## src/rtl/irq_status_agg_pkg.sv

```systemverilog
package irq_status_agg_pkg;
  localparam int DATA_W = 32;

  localparam int B_TX_EMPTY  = 2;
  localparam int B_TX_UNDER  = 3;
  localparam int B_RX_FULL   = 4;
  localparam int B_RX_OVR    = 5;
  localparam int B_TX_HALF   = 6;
  localparam int B_RX_NEMPTY = 8;
  localparam int B_MASTER_EN = 31;

  localparam logic [7:0] OFF_MASTER = 8'h1C;
  localparam logic [7:0] OFF_STATUS = 8'h20;
  localparam logic [7:0] OFF_ENABLE = 8'h28;

  typedef struct packed {
    logic tx_byte;
    logic rx_overrun;
    logic tx_underrun;
    logic tx_half;
    logic rx_full;
  } evt_t;

  function automatic logic [DATA_W-1:0] status_mask();
    logic [DATA_W-1:0] m;
    m = '0;
    m[B_TX_EMPTY]  = 1'b1;
    m[B_TX_UNDER]  = 1'b1;
    m[B_RX_FULL]   = 1'b1;
    m[B_RX_OVR]    = 1'b1;
    m[B_TX_HALF]   = 1'b1;
    m[B_RX_NEMPTY] = 1'b1;
    return m;
  endfunction
endpackage

```

## src/rtl/irq_status_agg_decode.sv

```systemverilog
module irq_status_agg_decode
  import irq_status_agg_pkg::*;
#(
  parameter int ADDR_W = 8
) (
  input  logic              valid,
  input  logic              write,
  input  logic [ADDR_W-1:0] addr,
  output logic              access,
  output logic              sel_master,
  output logic              sel_status,
  output logic              sel_enable,
  output logic              wr_master,
  output logic              wr_status,
  output logic              wr_enable
);
  always_comb begin
    access     = valid;
    sel_master = valid && (addr == ADDR_W'(OFF_MASTER));
    sel_status = valid && (addr == ADDR_W'(OFF_STATUS));
    sel_enable = valid && (addr == ADDR_W'(OFF_ENABLE));
    wr_master  = sel_master && write;
    wr_status  = sel_status && write;
    wr_enable  = sel_enable && write;
  end
endmodule

```

## src/rtl/irq_status_agg_status.sv

```systemverilog
module irq_status_agg_status
  import irq_status_agg_pkg::*;
(
  input  logic              clk,
  input  logic              rst_n,
  input  logic              flip_we,
  input  logic [DATA_W-1:0] flip_data,
  input  evt_t              evt,
  input  logic              access,
  input  logic              lvl_nonempty,
  input  logic              lvl_full,
  output logic [DATA_W-1:0] stat_q,
  output logic [DATA_W-1:0] stat_d
);
  localparam logic [DATA_W-1:0] MASK = status_mask();

  logic [DATA_W-1:0] set_v;
  logic [DATA_W-1:0] flipped;
  logic              stat_en;

  always_comb begin
    set_v = '0;
    set_v[B_TX_EMPTY]  = evt.tx_byte;
    set_v[B_RX_NEMPTY] = evt.tx_byte | (access & lvl_nonempty);
    set_v[B_RX_OVR]    = evt.rx_overrun;
    set_v[B_TX_UNDER]  = evt.tx_underrun;
    set_v[B_TX_HALF]   = evt.tx_half;
    set_v[B_RX_FULL]   = evt.rx_full | (access & lvl_full);
    flipped = flip_we ? (stat_q ^ flip_data) : stat_q;
    stat_d  = (flipped | set_v) & MASK;
    stat_en = flip_we | (|set_v);
  end

  always_ff @(posedge clk or negedge rst_n) begin
    if (!rst_n) begin
      stat_q <= '0;
    end else if (stat_en) begin
      stat_q <= stat_d;
    end
  end
endmodule

```

## src/rtl/irq_status_agg_cfg.sv

```systemverilog
module irq_status_agg_cfg
  import irq_status_agg_pkg::*;
(
  input  logic              clk,
  input  logic              rst_n,
  input  logic              wr_master,
  input  logic              wr_enable,
  input  logic [DATA_W-1:0] wdata,
  output logic              master_q,
  output logic              master_d,
  output logic [DATA_W-1:0] enable_q,
  output logic [DATA_W-1:0] enable_d
);
  always_comb begin
    master_d = wr_master ? wdata[B_MASTER_EN] : master_q;
    enable_d = wr_enable ? wdata : enable_q;
  end

  always_ff @(posedge clk or negedge rst_n) begin
    if (!rst_n) begin
      master_q <= 1'b0;
    end else if (wr_master) begin
      master_q <= master_d;
    end
  end

  always_ff @(posedge clk or negedge rst_n) begin
    if (!rst_n) begin
      enable_q <= '0;
    end else if (wr_enable) begin
      enable_q <= enable_d;
    end
  end
endmodule

```

## src/rtl/irq_status_agg_line.sv

```systemverilog
module irq_status_agg_line
  import irq_status_agg_pkg::*;
(
  input  logic              clk,
  input  logic              rst_n,
  input  logic [DATA_W-1:0] stat_d,
  input  logic [DATA_W-1:0] enable_d,
  input  logic              master_d,
  output logic              irq_q
);
  logic irq_d;

  always_comb begin
    irq_d = master_d & (|(stat_d & enable_d));
  end

  always_ff @(posedge clk or negedge rst_n) begin
    if (!rst_n) begin
      irq_q <= 1'b0;
    end else begin
      irq_q <= irq_d;
    end
  end
endmodule

```

## src/rtl/irq_status_agg.sv

```systemverilog
module irq_status_agg
  import irq_status_agg_pkg::*;
#(
  parameter int ADDR_W = 8
) (
  input  logic              clk,
  input  logic              rst_n,
  input  logic              bus_valid,
  input  logic              bus_write,
  input  logic [ADDR_W-1:0] bus_addr,
  input  logic [31:0]       bus_wdata,
  output logic [31:0]       bus_rdata,
  input  logic              evt_tx_byte,
  input  logic              evt_rx_overrun,
  input  logic              evt_tx_underrun,
  input  logic              evt_tx_half,
  input  logic              evt_rx_full,
  input  logic              lvl_rx_nonempty,
  input  logic              lvl_rx_full,
  output logic              irq
);
  logic [1:0] rst_pipe;
  logic       rst_sync_n;

  always_ff @(posedge clk or negedge rst_n) begin
    if (!rst_n) begin
      rst_pipe <= 2'b00;
    end else begin
      rst_pipe <= {rst_pipe[0], 1'b1};
    end
  end
  assign rst_sync_n = rst_pipe[1];

  logic access, sel_master, sel_status, sel_enable;
  logic wr_master, wr_status, wr_enable;
  evt_t evt;

  assign evt = '{tx_byte: evt_tx_byte, rx_overrun: evt_rx_overrun,
                 tx_underrun: evt_tx_underrun, tx_half: evt_tx_half,
                 rx_full: evt_rx_full};

  irq_status_agg_decode #(.ADDR_W(ADDR_W)) u_dec (
    .valid(bus_valid), .write(bus_write), .addr(bus_addr),
    .access(access), .sel_master(sel_master), .sel_status(sel_status),
    .sel_enable(sel_enable), .wr_master(wr_master), .wr_status(wr_status),
    .wr_enable(wr_enable)
  );

  logic [DATA_W-1:0] stat_q, stat_d, enable_q, enable_d;
  logic              master_q, master_d;

  irq_status_agg_status u_stat (
    .clk(clk), .rst_n(rst_sync_n), .flip_we(wr_status), .flip_data(bus_wdata),
    .evt(evt), .access(access), .lvl_nonempty(lvl_rx_nonempty),
    .lvl_full(lvl_rx_full), .stat_q(stat_q), .stat_d(stat_d)
  );

  irq_status_agg_cfg u_cfg (
    .clk(clk), .rst_n(rst_sync_n), .wr_master(wr_master), .wr_enable(wr_enable),
    .wdata(bus_wdata), .master_q(master_q), .master_d(master_d),
    .enable_q(enable_q), .enable_d(enable_d)
  );

  irq_status_agg_line u_line (
    .clk(clk), .rst_n(rst_sync_n), .stat_d(stat_d), .enable_d(enable_d),
    .master_d(master_d), .irq_q(irq)
  );

  always_comb begin
    bus_rdata = '0;
    if (!bus_write) begin
      if (sel_master) bus_rdata[B_MASTER_EN] = master_q;
      if (sel_status) bus_rdata = stat_q;
      if (sel_enable) bus_rdata = enable_q;
    end
  end
endmodule

```

## config.mk

```make
export PLATFORM = sky130hd
export DESIGN_NAME = irq_status_agg
export DESIGN_NICKNAME = d
export VERILOG_FILES = /design/src/rtl/irq_status_agg_pkg.sv /design/src/rtl/irq_status_agg_decode.sv /design/src/rtl/irq_status_agg_status.sv /design/src/rtl/irq_status_agg_cfg.sv /design/src/rtl/irq_status_agg_line.sv /design/src/rtl/irq_status_agg.sv
export SDC_FILE = /design/constraint.sdc
export NUM_CORES = 1
export LEC_CHECK = 0
export BUFFER_PORTS_ARGS = -buffer_cell sky130_fd_sc_hd__clkbuf_2
export CORE_MARGIN = 2
export CORE_UTILIZATION = 50
export CTS_BUF_LIST = sky130_fd_sc_hd__clkbuf_4 sky130_fd_sc_hd__clkbuf_8
export DETAILED_ROUTE_END_ITERATION = 10
export PLACE_DENSITY = 0.82
export SLEW_MARGIN = 5
export SYNTH_ARGS = -nofsm -noshare
export SYNTH_HDL_FRONTEND = slang
export SYNTH_SLANG_ARGS = --single-unit
```

## constraint.sdc

```tcl
create_clock -name clk -period 1.75 [get_ports clk]
set_input_delay 0.0875 -clock clk [delete_from_list [all_inputs] [get_ports clk]]
set_output_delay 0.0875 -clock clk [all_outputs]
set_load 0.01 [all_outputs]
```

==> key figures, run 1 <==
Global routing
  • Vias in the first global route: slightly above 2k
  • GRT busiest layer: met2
  • M1 GR Usage: between 20% and 30%
  • GRT met2 Usage: 40.4%
  • Initial antenna violation count: 0
  • Global-route wire length before repair: ~9200 um
  • Met3 usage: 5.09%
  • GRT Resource Usage Total: between 20% and 30%
  • Largest net degree at the start of global routing: 32
  • GR Overflow Total: 0

Floorplan
  • Core Box Area: just over 4000 sq um
  • Die ar.: between 4000 and 5000 sq um
  • Initial Utilization: a little over half
  • Die W: just under 70 um
  • FP Rows: 23
  • Die height: just under 70 um
  • # IOs: 84

Clock network
  • Post-CTS setup buffers: 0
  • CTS H-tree depth: 2
  • Clk_lat worst skew: 290 ps
  • Root cell of the clock tree: clkbuf_8
  • Total CTS buffers: 5
  • Worst-path clk slew: around 80 ps
  • Longest Clk Path Bufs: 2
  • Clock Sinks: 42
  • CTS tree: done

Power
  • Pleak: around 1.7 nW
  • Switching Power: roughly 440 uW
  • Max IR drop VDD: approximately 0.52 mV
  • Comb power frac: about 11%
  • Sequential fraction of design power: approximately 55%
  • Power per cell area: 590 nW/um^2
  • P_int: between 1 and 1.5 mW
  • Clk pwr share: 33.8%
  • Switching fraction of total power: between 20% and 30%

Worst setup path
  • CP bufs+invs: 1
  • Startpoint Class: input port
  • CP endpoint kind: flip-flop
  • Family with the most delay on the worst path: simple AND/OR/NAND/NOR gates
  • Worst Path Max Fanout: 3
  • Slowest-stage cell, CP: or4_4
  • Arr. time, crit path: 1870 ps
  • Worst-path cell chain: clkbuf_2, or4_4, nor4_4, mux2_4, a32o_1, o31a_1
  • Kind of critical path: in -> reg
  • Worst Path Required: 1930 ps
  • Crit-path max cell delay: about 570 ps

STA
  • Min Tclk post-route: approximately 1700 ps
  • Min Hold Slack: approximately 2.3 ps
  • Clock skew: a little under 7 ps
  • Fmax: a little under 600 MHz
  • Fin crit share: between 90% and 100%
  • Final Max Slew Viols: 0
  • Endpoints failing setup: 0
  • RSZ-0062 raised after global routing: false
  • Final hold vios: 0

Logic synthesis
  • Synthesized Nets: 300
  • Seq cells post-synth: 42
  • Cell taking the most area after synthesis: dfrtp_1
  • Synth top area share: 48.9%
  • Mapped Cells: between 200 and 250
  • Synth Area per Inst: 8.64 sq um
  • Synth area leaders: dfrtp_1 49%, nand2_1 17%, and2_1 7.6%
  • Cell variety after synth: 34
  • Sequential-to-total area share from yosys stat: roughly 49%
  • Mapped Area: approximately 2200 sq um
  • Warnings, synthesis: 0

Routing
  • 1st-iter DRT viols: ~140
  • Routed len/inst: about 13 um
  • Via count: 2123
  • Antenna-violating nets left: 0
  • Vias per Instance: 5.08
  • Post-Route WL: between 5000 and 6000 um
  • # DRC: 0
  • Pre-antenna DRT Iters: 4

Placed design
  • Detailed Place HPWL: 3820 um
  • Port Buffers: 83
  • RD Place Congestion: approximately 0.78
  • Post-Place Cells: between 300 and 400

Cells and area
  • NumNets Final: ~420
  • Area growth syn-to-layout: 43.5%
  • Final std cells w/o fill: approximately 420
  • # diodes: 0
  • Layout cells sized above 1: between 30% and 40%

Run
  • # Max-Cap Violations: 0

Run status
  • Status: finished, final reports clean

Worst hold path
  • Hold Path Class: in -> reg
layout make-up:
| cell class | count | area, sq um |
|---|---|---|
| multi-input combinational | 193 | 1090 |
| sequential | 42 | 1050 |
| fill | 316 | 972 |
| timing repair buffer | 124 | 793 |
| clock buffer | 5 | 68.8 |
| tap | 50 | 62.6 |
| clock inverter | 3 | 18.8 |
| inverter | 1 | 3.75 |
power groups by stage:
stage | logic (mW) | clock network [mW] | registers [mW]
after global routing | 0.218 | 0.681 | 1.01
after floorplan | 0.0482 | 0 | 1.03
after detailed placement | 0.152 | 0 | 1.03
after CTS | 0.193 | 0.634 | 1.01
final | 0.198 | 0.615 | 1.01
after global placement | 0.149 | 0 | 1.03
registers in the layout (all words and copies together), names as in the netlist:
name,flops
u_cfg.enable_q,32
u_stat.stat_q,6
rst_pipe,2
u_cfg.master_q,1
u_line.irq_q,1
cell usage after synthesis (all sizes together):
| cell type | number |
|---|---|
| a21o | 1 |
| a21oi | 4 |
| a22o | 5 |
| a32o | 1 |
| a41oi | 3 |
| and2 | 26 |
| and3 | 1 |
| and4 | 1 |
| buf | 2 |
| clkbuf | 11 |
| conb | 1 |
| dfrtp | 42 |
| inv | 1 |
| mux2 | 7 |
| mux2i | 2 |
| nand2 | 100 |
| nand2b | 7 |
| nand3 | 1 |
| nand3b | 1 |
| nand4 | 3 |
| nand4bb | 1 |
| nor2 | 8 |
| nor3 | 3 |
| nor4 | 2 |
| nor4b | 1 |
| nor4bb | 1 |
| o22ai | 4 |
| o31a | 1 |
| o32ai | 1 |
| or2 | 2 |
| or4 | 1 |
| xor2 | 4 |
worst reg2reg max path: cells and delay by family (launching register included):
kind / cells / cell delay, ps
DFF: 1 / 410
and+or+nand+nor: 1 / 320
AOI/OAI and AO/OA: 3 / 590
stage by stage:
step                      total power, mW  utilization [%]  setup TNS, ps  cell area (sq um)  worst slack (ps)
after detailed placement             1.18             67.6           -465               2740              -296
after global placement               1.17             67.6           -359               2740              -228
after global routing                 1.91             76.0              0               3090              5.53
after CTS                            1.83             75.5              0               3060              7.80
after floorplan                      1.08                -          -78.2               2170             -78.2
final                                1.82             76.0              0               3090              54.7
routing by layer:
| metal | vias to the layer above | share of wire [%] | wire [um] |
|---|---|---|---|
| met1 | 1002 | 42 | 2350 |
| met3 | 7 | 5.5 | 304 |
| met2 | 69 | 51 | 2860 |
| met5 | - | 0 | 0 |
| met4 | 0 | 1.0 | 57 |
| li1 | 1045 | - | - |
cells by family (layout without fill, tap and decap cells):
logic type | Yosys count | after routing | synth area share, %
xor+xnor | 4 | 4 | 1.63
compound gates | 20 | 20 | 6.98
mux | 9 | 9 | 4.60
simple gates | 159 | 159 | 35.2
flops | 42 | 42 | 48.9
other cells | 1 | 1 | 0.174
buf+inv | 14 | 133 | 2.56
path summary, 6_finish.rpt:
kind,startpoint,to,slack (ps),depth (start not counted)
max,bus_addr[6],u_line.irq_q,50,6
max reg2reg,u_stat.stat_q[6],u_line.irq_q,330,4
min reg2reg,rst_pipe[1],u_cfg.enable_q[30],120,0
min,bus_wdata[18],u_cfg.enable_q[18],2,3
min in group asynchronous,rst_n,rst_pipe[1],110,2
max in group asynchronous,rst_pipe[1],u_cfg.enable_q[20],990,1
placed cells by master (no fill, tap or decap), drive strengths merged, types with 5 or more instances in the layout:
cell,count
nand2,100
nor2,8
clkbuf,88
a22o,5
buf,18
mux2,7
dfrtp,42
dlygate4sd3,23
nand2b,7
and2,26
what timing repair did:
item	4_1_cts	5_1_grt
resized for setup	1	4
pin swaps	0	1
hold endpoints to repair	24	0
hold buffers	23	0
gates cloned	0	0
setup endpoints to repair	5	6
No activity file was read; power rests on OpenSTA's default activity.
==> inputs of run 2 (changes only) <==
Settings changed: CTS_BUF_LIST sky130_fd_sc_hd__clkbuf_4 sky130_fd_sc_hd__clkbuf_8 to sky130_fd_sc_hd__clkbuf_4.
==> run 2 against run 1 <==
Against the previous run: worst hold slack gained 21 ps; global-route usage grew 1.6 points; power shrank 5.9%; core utilization grew 2.0 points; critical endpoint is now bus_rdata[6]; highest routed layer unchanged.
==> key figures, run 2 (synthesis gave the netlist of run 1 again) <==
STA
  • Clock skew: 9.88 ps (+2.97 ps)
  • Min Tclk post-route: 1670 ps (-24.7 ps)
  • Min Hold Slack: 23.3 ps (+21.1 ps)
  • Endpoints failing setup: 0 (unchanged)
  • Setup TNS Final: 0 ps (unchanged)
  • Fmax: 599 MHz (+1.5%)
  • Fin crit share: 95.5% (-1.4 points)
  • RSZ-0062 raised after global routing: false
  • Worst setup margin: 79.4 ps (+24.7 ps)
  • Final hold vios: 0 (unchanged)
  • Final Max Slew Viols: 0 (unchanged)

Global routing
  • GRT Resource Usage Total: 25.1% (+1.6 points)
  • GR Overflow Total: 0 (unchanged)
  • Largest net degree at the start of global routing: 32 (unchanged)
  • Vias in the first global route: 2170 (+6.2%)
  • Initial antenna violation count: 0 (unchanged)
  • Global-route wire length before repair: 9720 um (+5.6%)

Worst setup path
  • Arr. time, crit path: 1580 ps (-290 ps)
  • CP endpoint kind: output port
  • Kind of critical path: in -> out
  • Startpoint Class: input port
  • Worst Path Required: 1660 ps (-270 ps)
  • Worst Path Max Fanout: 3 (unchanged)

Floorplan
  • Die height: 69.6 um (unchanged)
  • Core Box Area: 4060 sq um (unchanged)
  • FP Rows: 23 (unchanged)
  • Die W: 69.6 um (unchanged)
  • Initial Utilization: 53.0% (unchanged)
  • # IOs: 84 (unchanged)
  • Die ar.: 4840 sq um (unchanged)

Clock network
  • Worst-path clk slew: 120 ps (+40 ps)
  • Total CTS buffers: 5 (unchanged)
  • Clock Sinks: 42 (unchanged)
  • Longest Clk Path Bufs: 2 (unchanged)
  • Clk_lat worst skew: 350 ps (+60 ps)
  • CTS H-tree depth: 2 (unchanged)
  • Post-CTS setup buffers: 0 (unchanged)
  • CTS tree: done
  • Root cell of the clock tree: clkbuf_4

Placed design
  • RD Place Congestion: 0.779 (unchanged)
  • Place WS: -296 ps (unchanged)
  • Port Buffers: 83 (unchanged)
  • Placed inst area: 2740 sq um (unchanged)
  • Post-Place Cells: 387 (unchanged)
  • Detailed Place HPWL: 3820 um (unchanged)

Routing
  • # DRC: 0 (unchanged)
  • 1st-iter DRT viols: 131 (-3.7%)
  • Routed len/inst: 13.7 um (+2.6%)
  • Antenna-violating nets left: 0 (unchanged)
  • Vias per Instance: 5.10 (+0.41%)
  • Pre-antenna DRT Iters: 4 (unchanged)
  • Post-Route WL: 5880 um (+5.6%)
  • Via count: 2193 (+3.3%)

Cells and area
  • # diodes: 0 (unchanged)
  • Area growth syn-to-layout: 47.3%
  • Fillers: 299 (-5.4%)
  • Fin area: 3170 sq um (+2.7%)
  • Most frequent cells in the layout: 100 x nand2_1, 83 x clkbuf_2, 41 x dfrtp_1, 35 x dlygate4sd3_1, 26 x and2_1
  • Top Registers: u_cfg.enable_q: 32 flops, u_stat.stat_q: 6 flops, rst_pipe: 2 flops
  • Most flop-heavy register: u_cfg.enable_q
  • Most common cell after layout, fill and taps aside: nand2_1
  • Post-layout util: 78.1% (+2.0 points)
  • Number of flip-flops in the largest register: 32 (unchanged)
  • NumNets Final: 430 (+2.9%)
  • Final std cells w/o fill: 430 (+2.9%)
  • Layout cells sized above 1: 32.9% (-0.80 points)

Power
  • Pleak: 1.69 nW (+1.6%)
  • Power per cell area: 541 nW/um^2 (-8.3%)
  • Max IR drop VDD: 0.379 mV (-27%)
  • Overall Power: 1.71 mW (-5.9%)

Worst hold path
  • Hold Path Class: in -> reg

Run status
  • Status: finished, final reports clean

Run
  • # Max-Cap Violations: 0 (unchanged)
## run 2: cell count changes in the layout (fill, tap and decap cells not counted)
cell           previous run  this run
dlygate4sd3_1            23        35
clkbuf_4                  0         5
clkbuf_8                  5         0
mux2_2                    6         7
mux2_4                    1         0
nor4_2                    0         1
nor4_4                    2         1
nor4bb_1                  1         0
nor4bb_2                  0         1
## run 2: layer usage
layer | global-route usage [%] | share of wire, % | vias up
met5 | 0 | 0 | -
met4 | 7.41 | 1.4 | 0
met3 | 5.09 | 5.3 | 8
met2 | 45.4 | 54 | 74
met1 | 30.1 | 39 | 1038
li1 | - | - | 1073
## run 2: final timing paths
check | startpoint | to | slack [ps] | cells after the start
min in group asynchronous | rst_n | rst_pipe[1] | 50 | 2
max in group asynchronous | rst_pipe[1] | u_cfg.enable_q[4] | 970 | 1
max reg2reg | u_stat.stat_q[6] | u_line.irq_q | 320 | 4
max | bus_addr[6] | bus_rdata[6] | 80 | 7
min | bus_wdata[4] | u_cfg.enable_q[4] | 20 | 2
min reg2reg | rst_pipe[1] | u_cfg.enable_q[30] | 120 | 0
## run 2: area by class of cell
| cell class | instances | area (sq um) | area share, % |
|---|---|---|---|
| Tap cell | 50 | 62.6 | 1.97 |
| Sequential cell | 42 | 1050 | 33.2 |
| Multi-Input combinational cell | 193 | 1080 | 34.1 |
| Clock inverter | 3 | 18.8 | 0.592 |
| Inverter | 1 | 3.75 | 0.118 |
| Clock buffer | 5 | 37.5 | 1.18 |
| Timing Repair Buffer | 136 | 913 | 28.8 |
## run 2: what timing repair did
action	CTS	global route
setup endpoints to repair	5	6
hold buffers	35	0
gates resized for setup	1	3
hold endpoints to repair	36	0
## run 2: critical path: stages
cell and delay (ps):
clkbuf_2 120, or4_4 560, or2_4 290, nor3_4 120, buf_4 150, a22o_1 120, clkbuf_2 140
## run 2: report_power, final
group	leakage [nW]	total [mW]	switching [mW]	internal (mW)
Sequential	0.547	1.01	0.0148	0.993
Combinational	1.10	0.219	0.0934	0.126
Clock	0.0354	0.485	0.328	0.157
Total	1.69	1.71	0.436	1.28
